--- src/rtl/burst_seq_pkg.sv ---
package burst_seq_pkg;
  localparam int BEAT_W = 3;
  localparam int MODE_FIELD_W = 4;
  localparam int TYPE_BIT = 3;
  localparam logic [2:0] LEN_CODE_4 = 3'b010;
  localparam logic [2:0] LEN_CODE_8 = 3'b011;

  typedef struct packed {
    logic loadStart;
    logic len8;
    logic interleave;
    logic [BEAT_W-1:0] beatIdx;
  } ctrlStrobes_t;
endpackage

--- src/rtl/burst_seq_ctrl.sv ---
module burst_seq_ctrl
  import burst_seq_pkg::*;
(
  input  logic clk,
  input  logic rst_n,
  input  logic modeWrEn,
  input  logic [MODE_FIELD_W-1:0] modeField,
  input  logic startEn,
  input  logic stopReq,
  output ctrlStrobes_t strobes,
  output logic beatValid,
  output logic beatLast,
  output logic modeErr,
  output logic startErr,
  output logic stopErr
);
  logic modeLen8, modeInter;
  logic curLen8, curInter;
  logic active;
  logic [BEAT_W-1:0] cnt;
  logic [2:0] lenCode;
  logic legalLen, lastNow, midOk, accept;
  logic [BEAT_W-1:0] lastIdx;

  assign lenCode  = modeField[2:0];
  assign legalLen = (lenCode == LEN_CODE_4) || (lenCode == LEN_CODE_8);
  assign lastIdx  = curLen8 ? BEAT_W'(7) : BEAT_W'(3);
  assign lastNow  = active && (cnt == lastIdx);
  // a burst of eight may be cut only so that the new one lands on an even beat
  assign midOk    = active && curLen8 && cnt[0];
  assign accept   = startEn && (!active || lastNow || midOk);

  // mode register: illegal length codes leave the whole setting untouched
  always_ff @(posedge clk) begin
    if (!rst_n) begin
      modeLen8  <= 1'b0;
      modeInter <= 1'b0;
    end else if (modeWrEn && legalLen) begin
      modeLen8  <= (lenCode == LEN_CODE_8);
      modeInter <= modeField[TYPE_BIT];
    end
  end

  always_ff @(posedge clk) begin
    if (!rst_n) begin
      modeErr  <= 1'b0;
      startErr <= 1'b0;
      stopErr  <= 1'b0;
    end else begin
      modeErr  <= modeWrEn && !legalLen;
      startErr <= startEn && !accept;
      stopErr  <= stopReq;
    end
  end

  always_ff @(posedge clk) begin
    if (!rst_n) begin
      active   <= 1'b0;
      cnt      <= '0;
      curLen8  <= 1'b0;
      curInter <= 1'b0;
    end else if (accept) begin
      active   <= 1'b1;
      cnt      <= '0;
      curLen8  <= modeLen8;
      curInter <= modeInter;
    end else if (active) begin
      if (lastNow) active <= 1'b0;
      else         cnt    <= cnt + 1'b1;
    end
  end

  always_comb begin
    strobes.loadStart  = accept;
    strobes.len8       = curLen8;
    strobes.interleave = curInter;
    strobes.beatIdx    = cnt;
  end

  assign beatValid = active;
  assign beatLast  = lastNow;

  AST_BAD_MODE_KEEPS: assert property (@(posedge clk) disable iff (!rst_n)
    (modeWrEn && !legalLen) |=> (modeErr && $stable(modeLen8) && $stable(modeInter)));
  AST_LAST_ENDS: assert property (@(posedge clk) disable iff (!rst_n)
    (beatLast && !startEn) |=> !beatValid);
  AST_SEAMLESS: assert property (@(posedge clk) disable iff (!rst_n)
    (beatLast && startEn) |=> (beatValid && cnt == '0 && !startErr));
  AST_LEN4_NO_CUT: assert property (@(posedge clk) disable iff (!rst_n)
    (beatValid && !curLen8 && !beatLast && startEn) |=> (startErr && $past(cnt) + 1'b1 == cnt));
  AST_LEN8_ODD_CUT: assert property (@(posedge clk) disable iff (!rst_n)
    (beatValid && curLen8 && cnt[0] && !beatLast && startEn) |=> (beatValid && cnt == '0));
  AST_LEN8_EVEN_REJECT: assert property (@(posedge clk) disable iff (!rst_n)
    (beatValid && curLen8 && !cnt[0] && startEn) |=> startErr);
  AST_STOP_FLAG: assert property (@(posedge clk) disable iff (!rst_n)
    stopReq |=> stopErr);
  AST_KEEP_LEN: assert property (@(posedge clk) disable iff (!rst_n)
    (beatValid && !beatLast && !startEn) |=> (beatValid && $stable(curLen8) && $stable(curInter)));
endmodule

--- src/rtl/burst_seq_dp.sv ---
module burst_seq_dp
  import burst_seq_pkg::*;
#(
  parameter int COL_W = 10
) (
  input  logic clk,
  input  logic rst_n,
  input  logic [COL_W-1:0] startCol,
  input  ctrlStrobes_t strobes,
  output logic [COL_W-1:0] beatAddr
);
  localparam int FIELD_W = 3;

  logic [COL_W-1:0] startReg;
  logic [1:0] seqLow, xorLow;
  logic topBit;
  logic [FIELD_W-1:0] low3;

  always_ff @(posedge clk) begin
    if (!rst_n)                 startReg <= '0;
    else if (strobes.loadStart) startReg <= startCol;
  end

  // low two bits wrap inside a group of four in both orders
  assign seqLow = startReg[1:0] + strobes.beatIdx[1:0];
  assign xorLow = startReg[1:0] ^ strobes.beatIdx[1:0];
  // bit 2 flips after four beats of a burst of eight, for either order
  assign topBit = strobes.len8 ? (startReg[2] ^ strobes.beatIdx[2]) : startReg[2];
  assign low3   = {topBit, (strobes.interleave ? xorLow : seqLow)};

  generate
    if (COL_W > FIELD_W) begin : g_upper
      assign beatAddr = {startReg[COL_W-1:FIELD_W], low3};
    end else begin : g_narrow
      assign beatAddr = low3[COL_W-1:0];
    end
  endgenerate

  AST_IDX_IN_RANGE: assert property (@(posedge clk) disable iff (!rst_n)
    !strobes.len8 |-> !strobes.beatIdx[2]);
endmodule

--- src/rtl/burst_col_seq.sv ---
module burst_col_seq
  import burst_seq_pkg::*;
#(
  parameter int COL_W = 10
) (
  input  logic clk,
  input  logic rst_n,
  input  logic modeWrEn,
  input  logic [MODE_FIELD_W-1:0] modeField,
  input  logic startEn,
  input  logic [COL_W-1:0] startCol,
  input  logic stopReq,
  output logic [COL_W-1:0] beatAddr,
  output logic beatValid,
  output logic beatLast,
  output logic modeErr,
  output logic startErr,
  output logic stopErr
);
  ctrlStrobes_t strobes;

  burst_seq_ctrl u_ctrl (
    .clk(clk), .rst_n(rst_n), .modeWrEn(modeWrEn), .modeField(modeField),
    .startEn(startEn), .stopReq(stopReq), .strobes(strobes),
    .beatValid(beatValid), .beatLast(beatLast),
    .modeErr(modeErr), .startErr(startErr), .stopErr(stopErr)
  );

  burst_seq_dp #(.COL_W(COL_W)) u_dp (
    .clk(clk), .rst_n(rst_n), .startCol(startCol),
    .strobes(strobes), .beatAddr(beatAddr)
  );

  generate
    if (COL_W > 3) begin : g_hold_chk
      AST_UPPER_HOLD: assert property (@(posedge clk) disable iff (!rst_n)
        (beatValid && !beatLast && !startEn) |=>
          (beatAddr[COL_W-1:3] == $past(beatAddr[COL_W-1:3])));
    end
  endgenerate
endmodule

--- config.mk ---
export PLATFORM = sky130hd
export DESIGN_NAME = burst_col_seq
export DESIGN_NICKNAME = d
export VERILOG_FILES = /design/src/rtl/burst_seq_pkg.sv /design/src/rtl/burst_seq_ctrl.sv /design/src/rtl/burst_seq_dp.sv /design/src/rtl/burst_col_seq.sv
export SDC_FILE = /design/constraint.sdc
export NUM_CORES = 1
export LEC_CHECK = 0
export ABC_AREA = 1
export ABC_CLOCK_PERIOD_IN_PS = 2540
export BUFFER_PORTS_ARGS = -buffer_cell sky130_fd_sc_hd__buf_4
export CAP_MARGIN = 30
export CORE_MARGIN = 2
export CORE_UTILIZATION = 55
export CTS_BUF_LIST = sky130_fd_sc_hd__clkbuf_8
export CTS_CLUSTER_DIAMETER = 150
export CTS_CLUSTER_SIZE = 40
export DETAILED_ROUTE_END_ITERATION = 6
export PLACE_DENSITY = 0.91
export REMOVE_ABC_BUFFERS = 1
export SYNTH_ARGS = -nofsm -noshare
export SYNTH_HDL_FRONTEND = slang
export SYNTH_SLANG_ARGS = --single-unit
--- constraint.sdc ---
create_clock -name clk -period 2.54 [get_ports clk]
set_input_delay 0.254 -clock clk [delete_from_list [all_inputs] [get_ports clk]]
set_output_delay 0.254 -clock clk [all_outputs]
set_load 0.005 [all_outputs]
# After elaboration in Yosys (flattened, before gate mapping)
# Index checks and enable logic that the tools add are counted.
# classes
reduce_logical,15
bitwise_logic,4
n_addsub,2
n_eq_ne,3
muxes,6
# ops
operator,n
1-bit logical AND,7
"3-bit by 2-bit equality test with 1-bit output, second input constant",2
1-bit 2-to-1 mux,4
"3-bit by 1-bit adder with 3-bit output, second input constant",1
3-bit equality test,1
1-bit zero test,3
1-bit logical OR,3
3-bit 2-to-1 mux,1
2-bit adder,1
2-bit 2-to-1 mux,1
1-bit inverter,2
2-bit AND reduction,1
2-bit OR reduction,1
2-bit XOR,1
1-bit XOR,1
# word_totals
in_bits,19
wordCells,40
ff_bits,21

# Depth between registers and ports, before layout
# Gate-level depths: netlist of the first run.
# depth
depth_word,8
depth_mapped,8
ltp_nobuf,8

# Modules after synthesis
# Synthesis of the first run repeated with hierarchy kept, for this count alone.
# unflattened
hier_cells,137
area_unflattened_um2,1061.0
# by_module_without_submodules
mod,seq_area_each_um2,instances,area_per_inst_um2,cells_per_inst
burst_seq_dp,200.2,1,533.0,69
burst_seq_ctrl,220.2,1,528.0,68

# Least setup slack after synthesis of the first run
# OpenSTA, ideal clock, no wires.
# synth_path
path_kind,flip-flop to flip-flop
from,reg u_ctrl.cnt[0]
to,reg u_ctrl.curInter
setup_ns,0.115
stages_incl_launch_ff,7
period_less_slack_ns,1.198
setup_slack_ns,1.342
t_arrival_ns,1.083
cell_sequence,dfxtp_1 ha_1 nand3_4 nand3_4 buf_6 a21oi_1 nor2_1
# synth_via
elab_chain_len,5
word_cells_on_any_way,6
cone_classes,eq/ne: 1; reduce/logical: 5
# synth_rtl
element,line,text
start: declaration,burst_seq_ctrl.sv:20,logic [BEAT_W-1:0] cnt;
start signal: assignment,burst_seq_ctrl.sv:69,else cnt <= cnt + 1'b1;
3-bit equality test,burst_seq_ctrl.sv:28,assign lastNow = active && (cnt == lastIdx);
1-bit logical AND,burst_seq_ctrl.sv:28,
1-bit logical OR,burst_seq_ctrl.sv:31,assign accept = startEn && (!active || lastNow || midOk);
1-bit logical OR *,burst_seq_ctrl.sv:31,
1-bit logical AND *,burst_seq_ctrl.sv:31,
end signal: assignment,burst_seq_ctrl.sv:66,curInter <= modeInter;
end: declaration,burst_seq_ctrl.sv:18,"logic curLen8, curInter;"
# Mark *: on every way between the ends. The rest lies on a longest branch, timed or not.
# A chain may end at the register's enable or synchronous reset.

# Worst setup path after layout of the first run
# layout_path
from,reg u_ctrl.cnt[0]
to,out beatAddr[1]
# layout_via
elab_chain_len,2
# layout_rtl
element,line,text
2-bit adder,burst_seq_dp.sv:25,assign seqLow = startReg[1:0] + strobes.beatIdx[1:0];
2-bit 2-to-1 mux,burst_seq_dp.sv:29,"assign low3 = {topBit, (strobes.interleave ? xorLow : seqLow)};"
end: declaration,burst_col_seq.sv:13,"output logic [COL_W-1:0] beatAddr,"
# Every way passes these cells.

==> results of run 1 <==
-- critical path, cell delays in order (launching register included) --
cell	delay, ns
dfxtp_1	0.42
ha_1	0.18
inv_1	0.04
nor2_1	0.10
xor2_1	0.17
inv_1	0.05
buf_4	0.13
-- registers in the layout, indices dropped and copies added, names as in the netlist --
register and count:
u_dp.startReg 10, u_ctrl.cnt 3, u_ctrl.beatValid 1, u_ctrl.curInter 1, u_ctrl.curLen8 1, u_ctrl.modeErr 1, u_ctrl.modeInter 1, u_ctrl.modeLen8 1
u_ctrl.startErr 1, u_ctrl.stopErr 1
-- power by group through the flow --
stage                     Clock [uW]  Sequential [uW]  Combinational, uW
after floorplan                    0              372               60.2
after global placement             0              372                122
after detailed placement           0              373                130
after CTS                        220              366                131
after global routing             231              368                147
final                            221              366                130
-- cell usage in the layout, fill, tap and decap left out --
cell type	instances
clkbuf_8	3
dfxtp_1	21
nand3_1	14
nand2_2	1
nand2_1	27
ha_1	2
clkinv_2	1
o21ai_0	3
xnor2_1	2
nand3_4	2
buf_4	33
nand3b_1	1
xor2_1	1
a21oi_1	16
inv_1	23
nor2_1	17
nor3_2	1
-- layer usage --
layer	vias to the layer above	wire length [um]	track usage, %
met5	-	0	0
li1	487	-	-
met1	437	876	23.6
met4	0	9	7.57
met2	33	1150	39.5
met3	2	114	6.42
-- per-stage QoR --
| step | hold slack, ns | area, um^2 |
|---|---|---|
| after floorplan | 0.345 | 947 |
| after global placement | 0.434 | 1230 |
| after detailed placement | 0.446 | 1230 |
| after CTS | 0.172 | 1270 |
| after global routing | 0.187 | 1270 |
| final | 0.168 | 1270 |
-- cell usage after synthesis, drive strengths merged --
cell type,count
ha,2
inv,23
nand2,28
a21oi,16
o21ai,3
xor2,1
nand3b,1
xnor2,2
nor2,17
nand3,16
clkbuf,1
dfxtp,21
nor3,1
buf,14
-- final timing paths --
path / depth (start not counted) / to / slack (ns)
worst max-delay path: 6 / beatAddr[1] / 0.93
worst min-delay path: 2 / u_ctrl.modeErr / 0.17
worst max register to register: 6 / u_ctrl.cnt[0] / 1.12
worst min register to register: 2 / u_ctrl.modeLen8 / 0.46
-- logic make-up (layout without fill, tap and decap cells) --
kind of cell	after synthesis	count (layout)	share of synthesized area [%]
simple gates	63	63	27.9
buf+inv	38	60	18.3
flops	21	21	39.9
compound gates	19	19	9.03
xor+xnor	3	3	2.49
fa+ha+maj	2	2	2.37
-- final cells by class --
type	instances	area (um^2)	area share, %
clock buffers	3	41.3	3.24
repair buffers	33	248	19.5
flip-flops and latches	21	420	33.0
inverters	23	86.3	6.78
well taps	25	31.3	2.46
clock inverters	1	5.00	0.393
multi-input cells	87	440	34.6
==> results.json, run 1 <==
{
  "run_status": "completed",
  "drtAntennaViolNets": 0,
  "cts_resized": 0,
  "post-route-period-util_pct": 63.3,
  "cts_buffers": 3,
  "power_uw": 717,
  "synth_area_leader_cell": "dfxtp_1",
  "syn_inst": 146,
  "cts_tree": "done",
  "drc_errors": 0,
  "crit-reg2reg-launch": "u_ctrl.cnt[0]",
  "drv_slew": 0,
  "hp-start": "modeField[1]",
  "synthTopCellsByArea": "dfxtp_1, nand2_1, inv_1",
  "syn_area_mm2": 0.00105,
  "p_leak_uw": 0.000656,
  "antenna_found_initial": 0,
  "skew_ns": 0.00211,
  "yosysWarningCount": 0,
  "stdcell_count": 193,
  "crit_arrival_ns": 1.35,
  "cp-end-kind": "primary output",
  "fmax_mhz": 622,
  "critPathMaxFanout": 5,
  "grt_overflow": 0,
  "die_area_mm2": 0.00228,
  "rsz0062_at_grt": "no",
  "maxSlewHeadroom_pct": 81.1,
  "grt_pass1_wl_um": 3440,
  "ys_types": 18,
  "layout.nets": 190,
  "drive_gt1_share_pct": 24.4,
  "area_growth_pct": 20.8,
  "cts-hold-fix-buffers": 0,
  "fin_setup_tns_ns": 0,
  "wirelength_um": 2150,
  "final-setup-viol-count": 0,
  "initialDrtViolationCount": 15,
  "ys_seq_area_share_pct": 39.9,
  "crit_type": "reg2out",
  "io_buffer_count": 33,
  "post-cts-setup-buffers": 0,
  "dpl.hpwl_um": 1580,
  "cts_buffer_depth": 2,
  "clk_pin_slew_worst_paths_ns": 0.08,
  "power_switching_share_pct": 26.6,
  "wl_per_cell_um": 11.1,
  "hold_violations": 0,
  "htree_levels": 1,
  "ir_drop_mv": 0.393,
  "synth_top_area_share_pct": 39.9,
  "placementRows": 15,
  "power_switching_uw": 191,
  "initial_core_util_pct": 59.7,
  "setup_slack_ns": 0.932,
  "antenna_cells": 0,
  "comb_power_share_pct": 18.1,
  "final_core_util_pct": 72.1,
  "first_pass_iters": 4,
  "die_h_um": 47.8,
  "grt_max_degree": 27,
  "hp-class": "in2reg",
  "worstMarginPinSlew_ns": 0.284,
  "top_level_ports": 34,
  "start_kind": "flop",
  "cts-root-buf": "clkbuf_8",
  "viasPerCell": 4.97,
  "track_usage_pct": 21.6,
  "clock_latency_ns": 0.26,
  "vias": 959,
  "gp_congestion": 0.835,
  "maxCapViolCount": 0,
  "critPathLaunch": "u_ctrl.cnt[0]",
  "n_fill_cell": 168,
  "grt_pass1_vias": 837,
  "synth_area_per_cell_um2": 7.22,
  "yosys_register_bits": 21,
  "core_area_mm2": 0.00176,
  "period_minus_slack_ns": 1.61,
  "p_int_uw": 526,
  "placed_cells": 189,
  "worstPathRequired_ns": 2.29,
  "cts.sinks": 21,
  "seqPwrFrac_pct": 51.0,
  "dieWidth_um": 47.8,
  "powerDensity_mw_per_mm2": 564,
  "clkPwrFrac_pct": 30.9,
  "post-place-ws_ns": 1.17
}
Note: power is estimated with default switching activity, not from simulation.
==> run 2: changes to the inputs <==
ABC_AREA = 0   (was 1)
ABC_CLOCK_PERIOD_IN_PS = 1650   (was 2540)
CORE_UTILIZATION = 51   (was 55)
PLACE_DENSITY = 0.85   (was 0.91)
clock period = 1.65 ns   (was 2.54 ns; I/O delays follow)
==> run 2 against run 1 <==
Compared with the run above: core utilization shrank 6.1 points; first-iteration DRC count unchanged; via count down 17%; global-route usage shrank 6.1 points; combinational power up 25%; sequential share of layout area fell by 0.23 points.
==> results.json, run 2 <==
{
  "cts.sinks": 21,
  "run_status": "completed",
  "rsz0062_at_grt": "no",
  "synthTopCellsByCount": "nand2_1, dfxtp_1, mux2i_1",
  "die_area_mm2": 0.00240,
  "yosysWarningCount": 0,
  "crit_type": "reg2reg",
  "grt_pass1_vias": 711,
  "seqPwrFrac_pct": 53.4,
  "ys.flop_type": "dfxtp_1",
  "crit_path_end": "u_dp.startReg[6]",
  "cts-root-buf": "clkbuf_8",
  "path_cells": "ha_1 -> a21o_1 -> o221a_2 -> buf_12 -> mux2i_1",
  "dpl-instance-area_mm2": 0.00124,
  "area_growth_pct": 24.3,
  "drc_errors": 0,
  "dpl.hpwl_um": 1380,
  "ff2ff_setup_slack_ns": 0.15,
  "top_regs": "u_dp.startReg (10), u_ctrl.cnt (3)",
  "clk_pin_slew_worst_paths_ns": 0.07,
  "antenna_found_initial": 0,
  "critPathMaxFanout": 10,
  "ir_drop_mv": 0.511,
  "post-route-period-util_pct": 90.7,
  "synth_top_area_share_pct": 40.8,
  "critical-path-top-delay-family": "compound AO/OA/AOI/OAI gates",
  "critPathLaunch": "u_ctrl.cnt[0]",
  "yosys_register_bits": 21,
  "cp-end-kind": "flop",
  "cp_num_buf_inv": 1,
  "power_switching_uw": 231,
  "initialDrtViolationCount": 15,
  "crit-reg2reg-launch": "u_ctrl.cnt[0]",
  "core_area_mm2": 0.00194,
  "drive_gt1_share_pct": 32.4,
  "io_buffer_count": 33,
  "post-place-ws_ns": 0.105,
  "grt_overflow": 0,
  "cts_tree": "done",
  "worstMarginPinSlew_ns": 0.435,
  "synth.most_common_cell": "nand2_1",
  "gp_congestion": 0.819,
  "clock_latency_ns": 0.25,
  "syn_inst": 113,
  "initial_core_util_pct": 53.1,
  "power_switching_share_pct": 22.5,
  "layout.nets": 161,
  "synth_area_leader_cell": "dfxtp_1",
  "synthTopCellsByArea": "dfxtp_1, mux2i_1, nand2_1",
  "ys_seq_area_share_pct": 40.8,
  "final-setup-viol-count": 0,
  "comb_power_share_pct": 15.9,
  "syn_area_mm2": 0.00103,
  "drtAntennaViolNets": 0,
  "maxSlewHeadroom_pct": 70.8,
  "crit_arrival_ns": 1.64,
  "synth_edf_count": 0,
  "viasPerCell": 4.80,
  "maxCapViolCount": 0,
  "htree_levels": 1,
  "grt_pass1_wl_um": 2860,
  "hold_violations": 0,
  "period_minus_slack_ns": 1.50,
  "cts-hold-fix-buffers": 0,
  "cts_buffer_depth": 2,
  "grt_max_degree": 30,
  "largest_reg_flops": 10,
  "final_cell_mix": "buf_4, nand2_1, dfxtp_1, mux2i_1",
  "hp-class": "in2reg",
  "dieWidth_um": 49.0,
  "die_h_um": 49.0,
  "setup_slack_ns": 0.153,
  "cts_buffers": 3,
  "ys_async_sr_fraction_pct": 0,
  "synth_area_per_cell_um2": 9.12,
  "drv_slew": 0,
  "crit_cells": 5,
  "start_kind": "flop",
  "reg2reg_depth": 5,
  "skew_ns": 0.00223,
  "finalInstanceArea_mm2": 0.00128,
  "track_usage_pct": 15.5,
  "final_common_cell": "buf_4",
  "worstPathRequired_ns": 1.79,
  "antenna_cells": 0,
  "first_pass_iters": 4,
  "reg2reg_to": "u_dp.startReg[6]",
  "cp_slowest_stage_delay_ns": 0.36,
  "top_level_ports": 34,
  "p_int_uw": 796,
  "fmax_mhz": 668,
  "powerDensity_mw_per_mm2": 801,
  "clkPwrFrac_pct": 30.7,
  "wl_per_cell_um": 10.8,
  "wirelength_um": 1790,
  "placementRows": 16,
  "cpMaxStageDelayCell": "o221a_2",
  "ys_types": 27,
  "regMostFlops": "u_dp.startReg",
  "vias": 797,
  "p_leak_uw": 0.000610
}
## run 2: power by group through the flow
stage,combinational (uW),clock (uW),sequential [uW]
floorplan,65.2,0,560
global placement,160,0,558
detailed placement,165,0,559
CTS,165,324,549
global route,178,345,551
finish,163,315,548
## run 2: worst min-delay path by stage
stage	cells past startpoint	to	start
after global routing	2	u_ctrl.modeErr	modeField[1]
after global placement	2	u_ctrl.modeErr	modeField[1]
after floorplan	1	u_ctrl.modeErr	modeField[1]
after detailed placement	2	u_ctrl.modeErr	modeField[1]
after CTS	2	u_ctrl.modeErr	modeField[1]
final	2	u_ctrl.modeErr	modeField[1]
## run 2: layout make-up
type                            instances  area, um^2
Fill cell                             166         661
Multi-Input combinational cell         74         480
Sequential cell                        21         420
Timing Repair Buffer                   37         290
Clock buffer                            3        41.3
Tap cell                               27        33.8
Inverter                                3        11.3
Clock inverter                          1        3.75
## run 2: layer usage
metal	wire length, um	track usage [%]	part of all wire [%]	vias up
met4	12	8.57	0.67	0
met5	0	0	0	-
met3	97	3.99	5.4	2
met2	882	26.0	49	21
met1	793	18.0	44	362
li1	-	-	-	412
## run 2: metrics by stage
step	util (%)	power, uW	cells	hold WS [ns]	TNS, ns
floorplan	-	625	98	0.256	-1.28
global placement	63.7	718	162	0.349	0
detailed placement	63.7	724	162	0.358	0
CTS	66.0	1040	166	0.0852	0
global route	66.0	1070	166	0.0868	0
finish	66.0	1030	166	0.0915	0
## run 2: cells by family (layout without fill, tap and decap cells)
kind of cell	after synthesis	count (layout)	synth area share, %
XOR/XNOR	4	4	3.40
adder cells (fa/ha/maj)	2	2	2.43
buffers and inverters	18	44	12.6
multiplexers	15	15	14.6
AND/OR/NAND/NOR	44	44	19.2
flip-flops	21	21	40.8
AO/OA/AOI/OAI	9	9	7.04
## run 2: timing repair
item / CTS / global route
endpoints found under the setup margin: 0 / 2
gates resized for setup: 0 / 1
buffers inserted: 0 / 0
==> run 3: changes to the inputs <==
--- a/config.mk
+++ b/config.mk
@@ -17,6 +17,8 @@
 export DETAILED_ROUTE_END_ITERATION = 6
-export PLACE_DENSITY = 0.85
+export PLACE_DENSITY = 0.86
 export REMOVE_ABC_BUFFERS = 1
+export SLEW_MARGIN = 0
 export SYNTH_ARGS = -nofsm -noshare
 export SYNTH_HDL_FRONTEND = slang
+export SYNTH_HIERARCHICAL = 1
 export SYNTH_SLANG_ARGS = --single-unit
==> constraint.sdc (replaced) <==
create_clock -name clk -period 1.65 [get_ports clk]
set_input_delay 0.2475 -clock clk [delete_from_list [all_inputs] [get_ports clk]]
set_output_delay 0.2475 -clock clk [all_outputs]
set_load 0.005 [all_outputs]
==> run 3 against run 2 <==
Compared with the run above: synthesized area decreased by 0.97%; critical path type is now reg2out; register-to-register slack got worse by 0.02 ns; largest cell class unchanged; via count unchanged; routed wire length increased by 3.4%; setup slack got worse by 0.043 ns; highest routed layer unchanged; clock power increased by 3%; flip-flop and latch count unchanged.
==> results.json, run 3 <==
{
  "crit_arrival_ns": 1.29,
  "wl_per_cell_um": 11.7,
  "hold_violations": 0,
  "grt_max_degree": 22,
  "cts_buffer_depth": 2,
  "layout.nets": 153,
  "start_kind": "flop",
  "synthAdderAreaFrac_pct": 2.45,
  "placed_cells": 154,
  "drive_gt1_share_pct": 32.8,
  "cts.sinks": 21,
  "powerDensity_mw_per_mm2": 810,
  "regMostFlops": "u_dp/startReg",
  "ys_async_sr_fraction_pct": 0,
  "cts_buffers": 3,
  "hp-class": "in2reg",
  "crit_type": "reg2out",
  "cp_slowest_stage_delay_ns": 0.32,
  "ir_drop_mv": 0.746,
  "grt_pass1_wl_um": 3290,
  "grt_overflow": 0,
  "ys_types": 26,
  "reg2reg_to": "u_dp/startReg[5]",
  "fin_setup_tns_ns": 0,
  "skew_ns": 0.000765,
  "cts_resized": 0,
  "clk_pin_slew_worst_paths_ns": 0.07,
  "core_area_mm2": 0.00192,
  "post-route-period-util_pct": 93.3,
  "final_common_cell": "buf_4",
  "hold_depth": 2,
  "worstPathRequired_ns": 1.40,
  "synth_area_per_cell_um2": 9.63,
  "synth_xor_area_share_pct": 4.29,
  "top_regs": "u_dp/startReg (10), u_ctrl/cnt (3)",
  "hp-start": "modeField[1]",
  "vias": 797,
  "ys_seq_area_share_pct": 41.2,
  "cpMaxStageDelayCell": "dfxtp_1",
  "synth.most_common_cell": "dfxtp_1",
  "grt_pass1_vias": 792,
  "first_pass_iters": 4,
  "p_leak_uw": 0.000583,
  "reg2reg_depth": 6,
  "antenna_found_initial": 0,
  "fmax_mhz": 649,
  "die_area_mm2": 0.00238,
  "ys.flop_type": "dfxtp_1",
  "drv_slew": 0,
  "dr_wl_met3_um": 132,
  "post-cts-setup-buffers": 0,
  "cp-end-kind": "primary output",
  "final-setup-viol-count": 0,
  "track_usage_pct": 17.2,
  "synth-compound-area-share_pct": 9.19,
  "initial_core_util_pct": 53.1,
  "synth_edf_count": 0,
  "io_buffer_count": 33,
  "drc_errors": 0,
  "yosys_register_bits": 21,
  "final_core_util_pct": 66.6,
  "rsz0062_at_grt": "no",
  "path_cells": "buf_4 -> ha_1 -> nor2b_1 -> xnor2_1 -> buf_4",
  "gp_congestion": 0.885,
  "area_growth_pct": 25.4,
  "synth_top_family_by_area": "simple AND/OR/NAND/NOR gates",
  "worstMarginPinSlew_ns": 0.308,
  "syn_area_mm2": 0.00102,
  "hold-path-endpoint": "u_ctrl/modeErr",
  "yosysWarningCount": 6,
  "htree_levels": 1,
  "crit-reg2reg-launch": "u_ctrl/cnt[1]",
  "period_minus_slack_ns": 1.54,
  "wirelength_um": 1850,
  "cts-root-buf": "clkbuf_8",
  "maxSlewHeadroom_pct": 79.5,
  "syn_inst": 106,
  "synthTopCellsByArea": "dfxtp_1, mux2i_1, buf_4",
  "synth_top_area_share_pct": 41.2,
  "clock_latency_ns": 0.25,
  "ff2ff_setup_slack_ns": 0.13,
  "critPathLaunch": "u_ctrl/cnt[0]",
  "antenna_cells": 0,
  "yosys.area_share.simple_pct": 17.5,
  "top_layer": "met4",
  "maxCapViolCount": 0,
  "dpl.hpwl_um": 1400,
  "final_cell_mix": "buf_4, dfxtp_1, mux2i_1, nand2_1, nor2b_1",
  "fin_hold_ws_ns": 0.164,
  "die_h_um": 48.7,
  "dieWidth_um": 48.7,
  "largest_reg_flops": 10,
  "stdcell_count": 158,
  "dr_wl_met2_um": 939,
  "synth_area_leader_cell": "dfxtp_1",
  "initialDrtViolationCount": 24,
  "viasPerCell": 5.04,
  "synthMuxAreaShare_pct": 13.7,
  "critPathMaxFanout": 6,
  "synthTopCellsByCount": "dfxtp_1, mux2i_1, nand2_1, nor2b_1, buf_4",
  "drtAntennaViolNets": 0,
  "placementRows": 16,
  "top_level_ports": 34,
  "run_status": "completed",
  "cp_common_cell": "buf_4",
  "cts_tree": "done",
  "cts-hold-fix-buffers": 0,
  "m1WireLength_um": 767
}
[run 3: cell types whose count changed after synthesis, moves of 2 or more]
| cell | before | now |
|---|---|---|
| nand2_1 | 32 | 13 |
| nor2b_1 | 2 | 13 |
| a21oi_1 | 2 | 6 |
| buf_4 | 8 | 11 |
| a2bb2oi_1 | 0 | 2 |
| a311oi_1 | 2 | 0 |
[run 3: through the flow]
stage	instance area (um^2)	power (uW)	worst slack (ns)
6_report	1280	1040	0.110
5_1_grt	1280	1090	0.00183
4_1_cts	1280	1050	0.0974
3_5_place_dp	1230	725	0.149
3_3_place_gp	1230	720	0.228
2_1_floorplan	910	628	-0.164
[run 3: worst max-delay path by stage]
| stage | to | cells after the start | slack, ns |
|---|---|---|---|
| final | beatAddr[1] | 5 | 0.11 |
| after global routing | beatLast | 5 | 0.002 |
| after CTS | beatAddr[1] | 5 | 0.1 |
| after detailed placement | u_dp/startReg[6] | 6 | 0.15 |
| after global placement | u_dp/startReg[5] | 6 | 0.23 |
| after floorplan | u_dp/startReg[0] | 5 | -0.16 |
[run 3: kinds of logic after synthesis]
family | after synthesis
XOR/XNOR | 5
AO/OA/AOI/OAI | 13
buffers and inverters | 18
AND/OR/NAND/NOR | 33
multiplexers | 14
adder cells (fa/ha/maj) | 2
flip-flops | 21
[run 3: final cells by class]
class | instances | area (um^2)
clock buffers | 3 | 41.3
clock inverters | 1 | 5.00
fillers | 152 | 642
inverters | 2 | 7.51
multi-input cells | 67 | 482
flip-flops and latches | 21 | 420
well taps | 27 | 33.8
repair buffers | 37 | 290
[run 3: report_power, final]
group / leakage (uW) / switching [uW] / internal [uW] / total (uW)
clock: 0.0000255 / 157 / 168 / 324
sequential: 0.000172 / 15.3 / 531 / 547
combinational: 0.000385 / 63.2 / 103 / 166
total: 0.000583 / 235 / 802 / 1040
[run 3: worst max-delay path: cells and delay by family (launching register included)]
family | cells | cell delay [ns]
xor gates and xnor gates | 1 | 0.12
adders and majority gates | 1 | 0.18
DFF | 1 | 0.32
buffers and inverters | 2 | 0.28
and+or+nand+nor | 1 | 0.13
[run 3: metal layers]
layer  up-vias  track usage, %
li1        392               -
met1       368            20.0
met2        35            31.1
met3         2            4.63
met4         0            4.76
met5         -               0
